### src/rtl/reuse_pkg.sv
package reuse_pkg;

  typedef enum logic {
    PKT_DATA = 1'b0,
    PKT_PTR  = 1'b1
  } pkt_kind_e;

  // round-robin successor of a slot number among n slots
  function automatic int unsigned wrap_next(input int unsigned idx, input int unsigned n);
    return (idx + 1 >= n) ? 0 : idx + 1;
  endfunction

  // a consumed packet can resolve if it is data, its slot holds a value,
  // or the slot is being filled right now
  function automatic logic can_resolve(input logic is_ptr, input logic slot_full,
                                       input logic slot_filling);
    return !is_ptr || slot_full || slot_filling;
  endfunction

endpackage

### src/rtl/slot_alloc.sv
module slot_alloc #(
  parameter int unsigned SLOTS = 16,
  localparam int unsigned IDX_W = (SLOTS > 1) ? $clog2(SLOTS) : 1
) (
  input  logic             clk,
  input  logic             rst_n,
  input  logic             wr_en,
  output logic [IDX_W-1:0] cur_idx
);
  import reuse_pkg::*;

  logic [IDX_W-1:0] idx_q;

  always_ff @(posedge clk or negedge rst_n) begin
    if (!rst_n) idx_q <= '0;
    else if (wr_en) idx_q <= IDX_W'(wrap_next(int'(idx_q), SLOTS));
  end

  assign cur_idx = idx_q;
endmodule

### src/rtl/value_store.sv
module value_store #(
  parameter int unsigned SLOTS  = 16,
  parameter int unsigned DATA_W = 32,
  localparam int unsigned IDX_W = (SLOTS > 1) ? $clog2(SLOTS) : 1
) (
  input  logic              clk,
  input  logic              rst_n,
  input  logic              wr_en,
  input  logic [IDX_W-1:0]  wr_idx,
  input  logic [DATA_W-1:0] wr_data,
  input  logic [IDX_W-1:0]  rd_idx,
  output logic [DATA_W-1:0] rd_data,
  output logic              rd_full,
  output logic              rd_filling
);
  logic [DATA_W-1:0] slot_val [SLOTS];
  logic [SLOTS-1:0]  slot_full;

  for (genvar s = 0; s < SLOTS; s++) begin : g_slot
    logic hit;
    assign hit = wr_en && (wr_idx == IDX_W'(s));
    always_ff @(posedge clk or negedge rst_n) begin
      if (!rst_n) begin
        slot_val[s]  <= '0;
        slot_full[s] <= 1'b0;
      end else if (hit) begin
        slot_val[s]  <= wr_data;
        slot_full[s] <= 1'b1;
      end
    end
  end

  logic in_range;
  assign in_range   = (32'(rd_idx) < SLOTS);
  assign rd_filling = wr_en && (wr_idx == rd_idx);
  assign rd_full    = in_range && slot_full[rd_idx];

  always_comb begin
    if (rd_filling)    rd_data = wr_data;
    else if (in_range) rd_data = slot_val[rd_idx];
    else               rd_data = '0;
  end
endmodule

### src/rtl/consume_ctl.sv
module consume_ctl #(
  parameter int unsigned SLOTS  = 16,
  parameter int unsigned DATA_W = 32,
  localparam int unsigned IDX_W = (SLOTS > 1) ? $clog2(SLOTS) : 1
) (
  input  logic              clk,
  input  logic              rst_n,
  input  logic              pkt_valid,
  input  logic              pkt_is_ptr,
  input  logic [DATA_W-1:0] pkt_payload,
  input  logic              cons_req,
  output logic [IDX_W-1:0]  rd_idx,
  input  logic [DATA_W-1:0] rd_data,
  input  logic              rd_full,
  input  logic              rd_filling,
  output logic              take,
  output logic              resp_valid,
  output logic [DATA_W-1:0] resp_data
);
  import reuse_pkg::*;

  logic [DATA_W-1:0] resolved;

  assign rd_idx   = pkt_payload[IDX_W-1:0];
  assign take     = pkt_valid && cons_req && can_resolve(pkt_is_ptr, rd_full, rd_filling);
  assign resolved = (pkt_kind_e'(pkt_is_ptr) == PKT_PTR) ? rd_data : pkt_payload;

  always_ff @(posedge clk or negedge rst_n) begin
    if (!rst_n) begin
      resp_valid <= 1'b0;
      resp_data  <= '0;
    end else begin
      resp_valid <= take;
      if (take) resp_data <= resolved;
    end
  end
endmodule

### src/rtl/ptr_reuse_buf.sv
module ptr_reuse_buf #(
  parameter int unsigned SLOTS  = 16,
  parameter int unsigned DATA_W = 32,
  localparam int unsigned IDX_W = (SLOTS > 1) ? $clog2(SLOTS) : 1
) (
  input  logic              clk,
  input  logic              rst_n,
  input  logic              wr_en,
  input  logic [DATA_W-1:0] wr_data,
  output logic [IDX_W-1:0]  wr_idx,
  input  logic              pkt_valid,
  input  logic              pkt_is_ptr,
  input  logic [DATA_W-1:0] pkt_payload,
  output logic              pkt_ready,
  input  logic              cons_req,
  output logic              resp_valid,
  output logic [DATA_W-1:0] resp_data
);
  logic [IDX_W-1:0]  rd_idx;
  logic [DATA_W-1:0] rd_data;
  logic              rd_full;
  logic              rd_filling;
  logic              take;

  slot_alloc #(.SLOTS(SLOTS)) u_alloc (
    .clk(clk), .rst_n(rst_n), .wr_en(wr_en), .cur_idx(wr_idx)
  );

  value_store #(.SLOTS(SLOTS), .DATA_W(DATA_W)) u_store (
    .clk(clk), .rst_n(rst_n), .wr_en(wr_en), .wr_idx(wr_idx), .wr_data(wr_data),
    .rd_idx(rd_idx), .rd_data(rd_data), .rd_full(rd_full), .rd_filling(rd_filling)
  );

  consume_ctl #(.SLOTS(SLOTS), .DATA_W(DATA_W)) u_ctl (
    .clk(clk), .rst_n(rst_n), .pkt_valid(pkt_valid), .pkt_is_ptr(pkt_is_ptr),
    .pkt_payload(pkt_payload), .cons_req(cons_req), .rd_idx(rd_idx),
    .rd_data(rd_data), .rd_full(rd_full), .rd_filling(rd_filling),
    .take(take), .resp_valid(resp_valid), .resp_data(resp_data)
  );

  assign pkt_ready = take;
endmodule

### config.mk
export PLATFORM = sky130hd
export DESIGN_NAME = ptr_reuse_buf
export DESIGN_NICKNAME = d
export VERILOG_FILES = /design/src/rtl/reuse_pkg.sv /design/src/rtl/slot_alloc.sv /design/src/rtl/value_store.sv /design/src/rtl/consume_ctl.sv /design/src/rtl/ptr_reuse_buf.sv
export SDC_FILE = /design/constraint.sdc
export NUM_CORES = 1
export LEC_CHECK = 0
export CORE_MARGIN = 2
export CORE_UTILIZATION = 54
export DETAILED_ROUTE_END_ITERATION = 8
export GPL_TIMING_DRIVEN = 0
export PLACE_DENSITY = 0.69
export SLEW_MARGIN = 20
export SYNTH_ARGS = -nofsm -noshare
export SYNTH_HDL_FRONTEND = slang
export SYNTH_HIERARCHICAL = 1
export SYNTH_SLANG_ARGS = --single-unit
### constraint.sdc
create_clock -name clk -period 7.7 [get_ports clk]
set_input_delay 1.155 -clock clk [delete_from_list [all_inputs] [get_ports clk]]
set_output_delay 1.155 -clock clk [all_outputs]
set_load 0.02 [all_outputs]
# [Word level (Yosys, flattened, before mapping)]
# Cells that the tools add are included.
[totals] ff_bits=565 output_inout_bits=38 elab_cells=87
[classes] addsub=1 magnitude_cmp=3 n_eq_ne=16 mux=8 bitwise_logic=1 reduce_logical=23
[ops] operator="$bmux W32 S4" count=1
[ops] operator="$mux W32" count=4
[ops] operator="$eq A4 B4 Y1 const B" count=8
[ops] operator="$logic_and A1 B1 Y1" count=19
[ops] operator="$eq A4 B3 Y1 const B" count=4
[ops] operator="$ge A5 B5 Y1 const B" count=2
[ops] operator="$eq A4 B2 Y1 const B" count=2
[ops] operator="$add A4 B1 Y5 const B" count=1
[ops] operator="$lt A4 B5 Y1 const B" count=1
[ops] operator="$not A4 Y5" count=1
[ops] operator="$bmux W1 S4" count=1
[ops] operator="$eq A4 B1 Y1 const B" count=1
[ops] operator="$eq A4 B4 Y1" count=1
[ops] operator="$logic_not A4 Y1" count=1
[ops] operator="$mux W4" count=1
[ops] operator="$logic_or A1 B1 Y1" count=2
[ops] operator="$logic_not A1 Y1" count=1
[ops] operator="$mux W1" count=1

# [Longest topological paths before layout]
[depth] word_depth=6 ltp_mapped=10

# [Modules after synthesis]
# The synthesis kept the hierarchy.
[modules_own_cells] module="value_store" instances=1 cells_each=1490 area_each_um2=23906.7 seq_area_each_um2=13212.7
[modules_own_cells] module="consume_ctl" instances=1 cells_each=111 area_each_um2=1933.1 seq_area_each_um2=825.8
[modules_own_cells] module="slot_alloc" instances=1 cells_each=15 area_each_um2=187.7 seq_area_each_um2=100.1

# [Worst setup path before layout]
# Ideal clock, no wire load.
[synth_timing] kind="input-to-output" from="input pkt_payload[1]" to="output pkt_ready" arrival_ns=3.179 required_ns=6.545 slack_ns=3.366 path_stages=9 cell_sequence="buf_4 buf_2 buf_2 clkbuf_1 mux4_2 mux4_2 nor2_1 a21oi_4 buf_6"
[synth_between] elab_chain_len=5 word_cells_on_any_way=7
[synth_lines] item="start, declared" line="ptr_reuse_buf.sv:13" rtl="input logic [DATA_W-1:0] pkt_payload,"
[synth_lines] item="$bmux W1 S4" line="value_store.sv:36" rtl="assign rd_full = in_range && slot_full[rd_idx];"
[synth_lines] item="$mux W1 (implied by the code)" line="value_store.sv:36"
[synth_lines] item="net rd_full" line="ptr_reuse_buf.sv:21" rtl="logic rd_full;"
[synth_lines] item="$logic_or A1 B1 Y1 (2 in a row)" line="reuse_pkg.sv:17" rtl="return !is_ptr || slot_full || slot_filling;"
[synth_lines] item="$logic_and A1 B1 Y1" line="consume_ctl.sv:25" rtl="assign take = pkt_valid && cons_req && can_resolve(pkt_is_ptr, rd_full, rd_filling);"
[synth_lines] item="end, declared" line="ptr_reuse_buf.sv:14" rtl="output logic pkt_ready,"
# The timed path passes the listed nets, and every way through them passes these cells. The select of a mux whose other input is x is not followed.

# [Worst setup path after layout]
# Ends and elaborated chain as after synthesis.

==> metrics.md <==
| Metric | Value |
|---|---|
| Post-route cell area | `30000 um2` |
| Synthesized area per cell | `16.1 um2` |
| Die width | `224 um` |
| WP data arrival | `5.25 ns` |
| Met3 usage | `0.0355` |
| Synth Warn # | `6` |
| DIE HEIGHT | `224 um` |
| Critical path type | `input port to primary output` |
| Mapped Nets | `1687` |
| Tcrit/Tclk final | `0.832` |
| Root buf cell | `clkbuf_16` |
| Lkg Pwr | `13.0 nW` |
| Largest family of logic cells by synthesized area | `multiplexers` |
| Adder-cell share of the synthesized area | `0.000481` |
| Cts hold-fix bufs | `0` |
| Cts repair resizes | `0` |
| H-tree Lvls | `2` |
| Slew margin rel. | `0.260` |
| Clk Latency, worst-skew pair | `0.62 ns` |
| Starting Density | `0.546` |
| Reg clk slew, reported paths | `0.06 ns` |
| Top Ports | `108` |
| First-pass GRT wire length | `101 mm` |
| Number of buffers added on ports | `106` |
| Final setup margin | `1.29 ns` |
| Final Core Density | `0.629` |
| Initial antenna violation count | `1` |
| Post-synth EDFFs | `0` |
| Area of the die | `50000 um2` |
| TritonCTS buffer count | `58` |
| Netlist cell types | `35` |
| Max cap viols | `0` |
| CP Launch Type | `input port` |
| Dpl ws | `1.29 ns` |
| First DRT Iteration DRCs | `1094` |
| Routed Antenna Nets | `0` |
| Worst vdd ir | `0.221 mV` |
| M2 GR Usage | `0.446` |
| Post-placement cell area | `28000 um2` |
| #FFs+latches synth | `565` |
| Main synth FF type | `dfrtp_1` |
| Dpl cells | `2343` |
| Final Setup Violations | `0` |
| Core area | `47600 um2` |
| Mux cell area share after synthesis | `0.387` |
| Max-slew violation count | `0` |
| Required time of the critical path | `6.55 ns` |
| CTS tree | `built` |
| Tightest Pin Transition | `1.11 ns` |
| Share of cells above drive strength 1 | `0.460` |
| Largest net degree at the start of global routing | `102` |
| DR vias | `15100` |
| Detailed placement HPWL | `41.9 mm` |
| Setup_tns | `0 ns` |
| Final #Nets | `1859` |
| Via count of the first global-routing pass | `16300` |
| CP max FO | `11` |
| Power Density | `381 nW/um2` |
| RSZ-0062 raised after global routing | `false` |
| Synth area leader | `dfrtp_1` |
| Synth area leaders | `dfrtp_1 54%, mux2_2 20%, mux4_2 12%, mux2_1 3.8%, mux2_4 3.5%` |
| DR WL/cell | `27.0 um` |
| Synth Area in Compound Gates | `0.0202` |
| WL final | `66.2 mm` |
| Layer with the highest usage | `met2` |
| Status | `complete, no violations` |
| Max Fclk | `156 MHz` |
| Postcts setup bufs | `0` |
| Gate Count Post-Synth | `1616` |
| Total gr overflow | `0` |
| Most common cell in the netlist | `dfrtp_1` |
| Max Clock Skew | `0.0195 ns` |
| CTS Sinks | `565` |
| Hold Path Class | `flop to flop` |
| Final Hold Viols | `0` |
| Non-filler cells, final | `2447` |
| Max Root-Sink Buffers | `3` |
| Worst setup EP type | `primary output` |
| Router iterations before antenna repair | `5` |
| Register area share after synthesis | `0.543` |
| Synth-to-layout area growth | `15.1%` |
| Synth top area share | `0.543` |
| Vias per inst | `6.17` |
| Post-synth top cells | `565 x dfrtp_1, 462 x mux2_2, 133 x mux4_2` |
| Mapped Area | `26000 um2` |
| Final min period | `6.41 ns` |
| Routability cong. | `0.816` |
| Synth Area in XOR/XNOR | `0.00168` |
| Simple-Gate Fraction of Synth Area | `0.0171` |
| M1 GR Usage | `0.380` |
| Rows | `80` |
| FFs w/ async S/R, synth | `1.00` |
| DRC | `0` |
| Total global-route track usage | `0.272` |
==> power by group <==
group / internal (mW) / switching, mW / total [mW] / leakage (nW)
registers: 4.42 / 0.723 / 5.14 / 6.92
clock network: 1.65 / 1.16 / 2.81 / 0.963
logic: 2.17 / 1.30 / 3.47 / 5.07
total: 8.24 / 3.18 / 11.4 / 13.0
==> routing by layer <==
metal,wire (um),share of wire,vias to the layer above
li1,-,-,6352
met1,28500,0.43,8206
met2,32400,0.49,423
met3,3210,0.049,125
met4,2060,0.031,0
met5,0,0,-
==> critical path: stages <==
cell and delay (ns):
clkdlybuf4s50_1 0.49, buf_4 0.11, buf_2 0.22, buf_2 0.30, clkbuf_1 0.69, mux4_2 0.46
mux4_2 0.47, nor2_1 0.35, a21oi_4 0.22, buf_6 0.22, clkdlybuf4s50_1 0.54
==> cells in the final DEF, fill, tap and decap left out, types with 2 or more instances in the layout <==
| cell | n |
|---|---|
| a22oi_1 | 64 |
| bufinv_16 | 2 |
| nor3b_1 | 2 |
| mux4_2 | 133 |
| mux2_1 | 87 |
| clkbuf_8 | 17 |
| buf_12 | 3 |
| clkinv_2 | 15 |
| buf_16 | 6 |
| clkdlybuf4s50_1 | 105 |
| nor2_1 | 10 |
| xor2_1 | 3 |
| or4_1 | 2 |
| dfrtp_1 | 565 |
| or2_2 | 9 |
| nand2_1 | 40 |
| xnor2_1 | 2 |
| buf_2 | 51 |
| nand2b_1 | 10 |
| nor2b_1 | 3 |
| mux2_4 | 60 |
| buf_4 | 7 |
| clkbuf_16 | 61 |
| buf_6 | 11 |
| buf_1 | 6 |
| mux2_2 | 462 |
| nand3_1 | 3 |
| a41oi_1 | 2 |
| nand3b_1 | 2 |
| clkbuf_1 | 76 |
==> final timing paths <==
kind / from / to / slack, ns / depth (start not counted)
worst min-delay path: u_store/slot_full[6] / u_store/slot_full[6] / 0.46 / 1
min in group asynchronous: rst_n / u_ctl/resp_data[9] / 0.48 / 1
worst max-delay path: pkt_payload[1] / pkt_ready / 1.29 / 11
worst max register to register: u_alloc/cur_idx[3] / u_ctl/resp_data[28] / 4.38 / 8
max in group asynchronous: rst_n / u_ctl/resp_data[19] / 5.94 / 3
worst min register to register: u_store/slot_full[6] / u_store/slot_full[6] / 0.46 / 1
==> sequential cells by signal (all words and copies together), names as in the netlist <==
name and count:
u_ctl/resp_valid 1, u_ctl/resp_data 32, u_store/slot_full 16, u_alloc/cur_idx 4, u_store/slot_val 512
==> logic make-up after synthesis <==
family                     count (synthesis)
muxes                                    742
xor gates and xnor gates                   5
AOI/OAI and AO/OA                         69
buffers and inverters                    147
adders and majority gates                  1
DFF                                      565
and+or+nand+nor                           87
==> metrics by stage <==
stage	power, mW	hold slack [ns]
after CTS	11.5	0.463
after floorplan	7.56	0.429
after global routing	12.0	0.483
after detailed placement	8.64	0.449
final	11.4	0.462
after global placement	8.49	0.444
==> area by class of cell <==
cell class / count / area [um2]
fill: 3549 / 17700
sequential: 565 / 14100
multi-input combinational: 904 / 11100
clock buffer: 85 / 1780
timing repair buffer: 112 / 1230
buffer: 147 / 783
tap: 615 / 769
clock inverter: 18 / 143
antenna: 1 / 2.50
(Power assumes the default switching activity.)
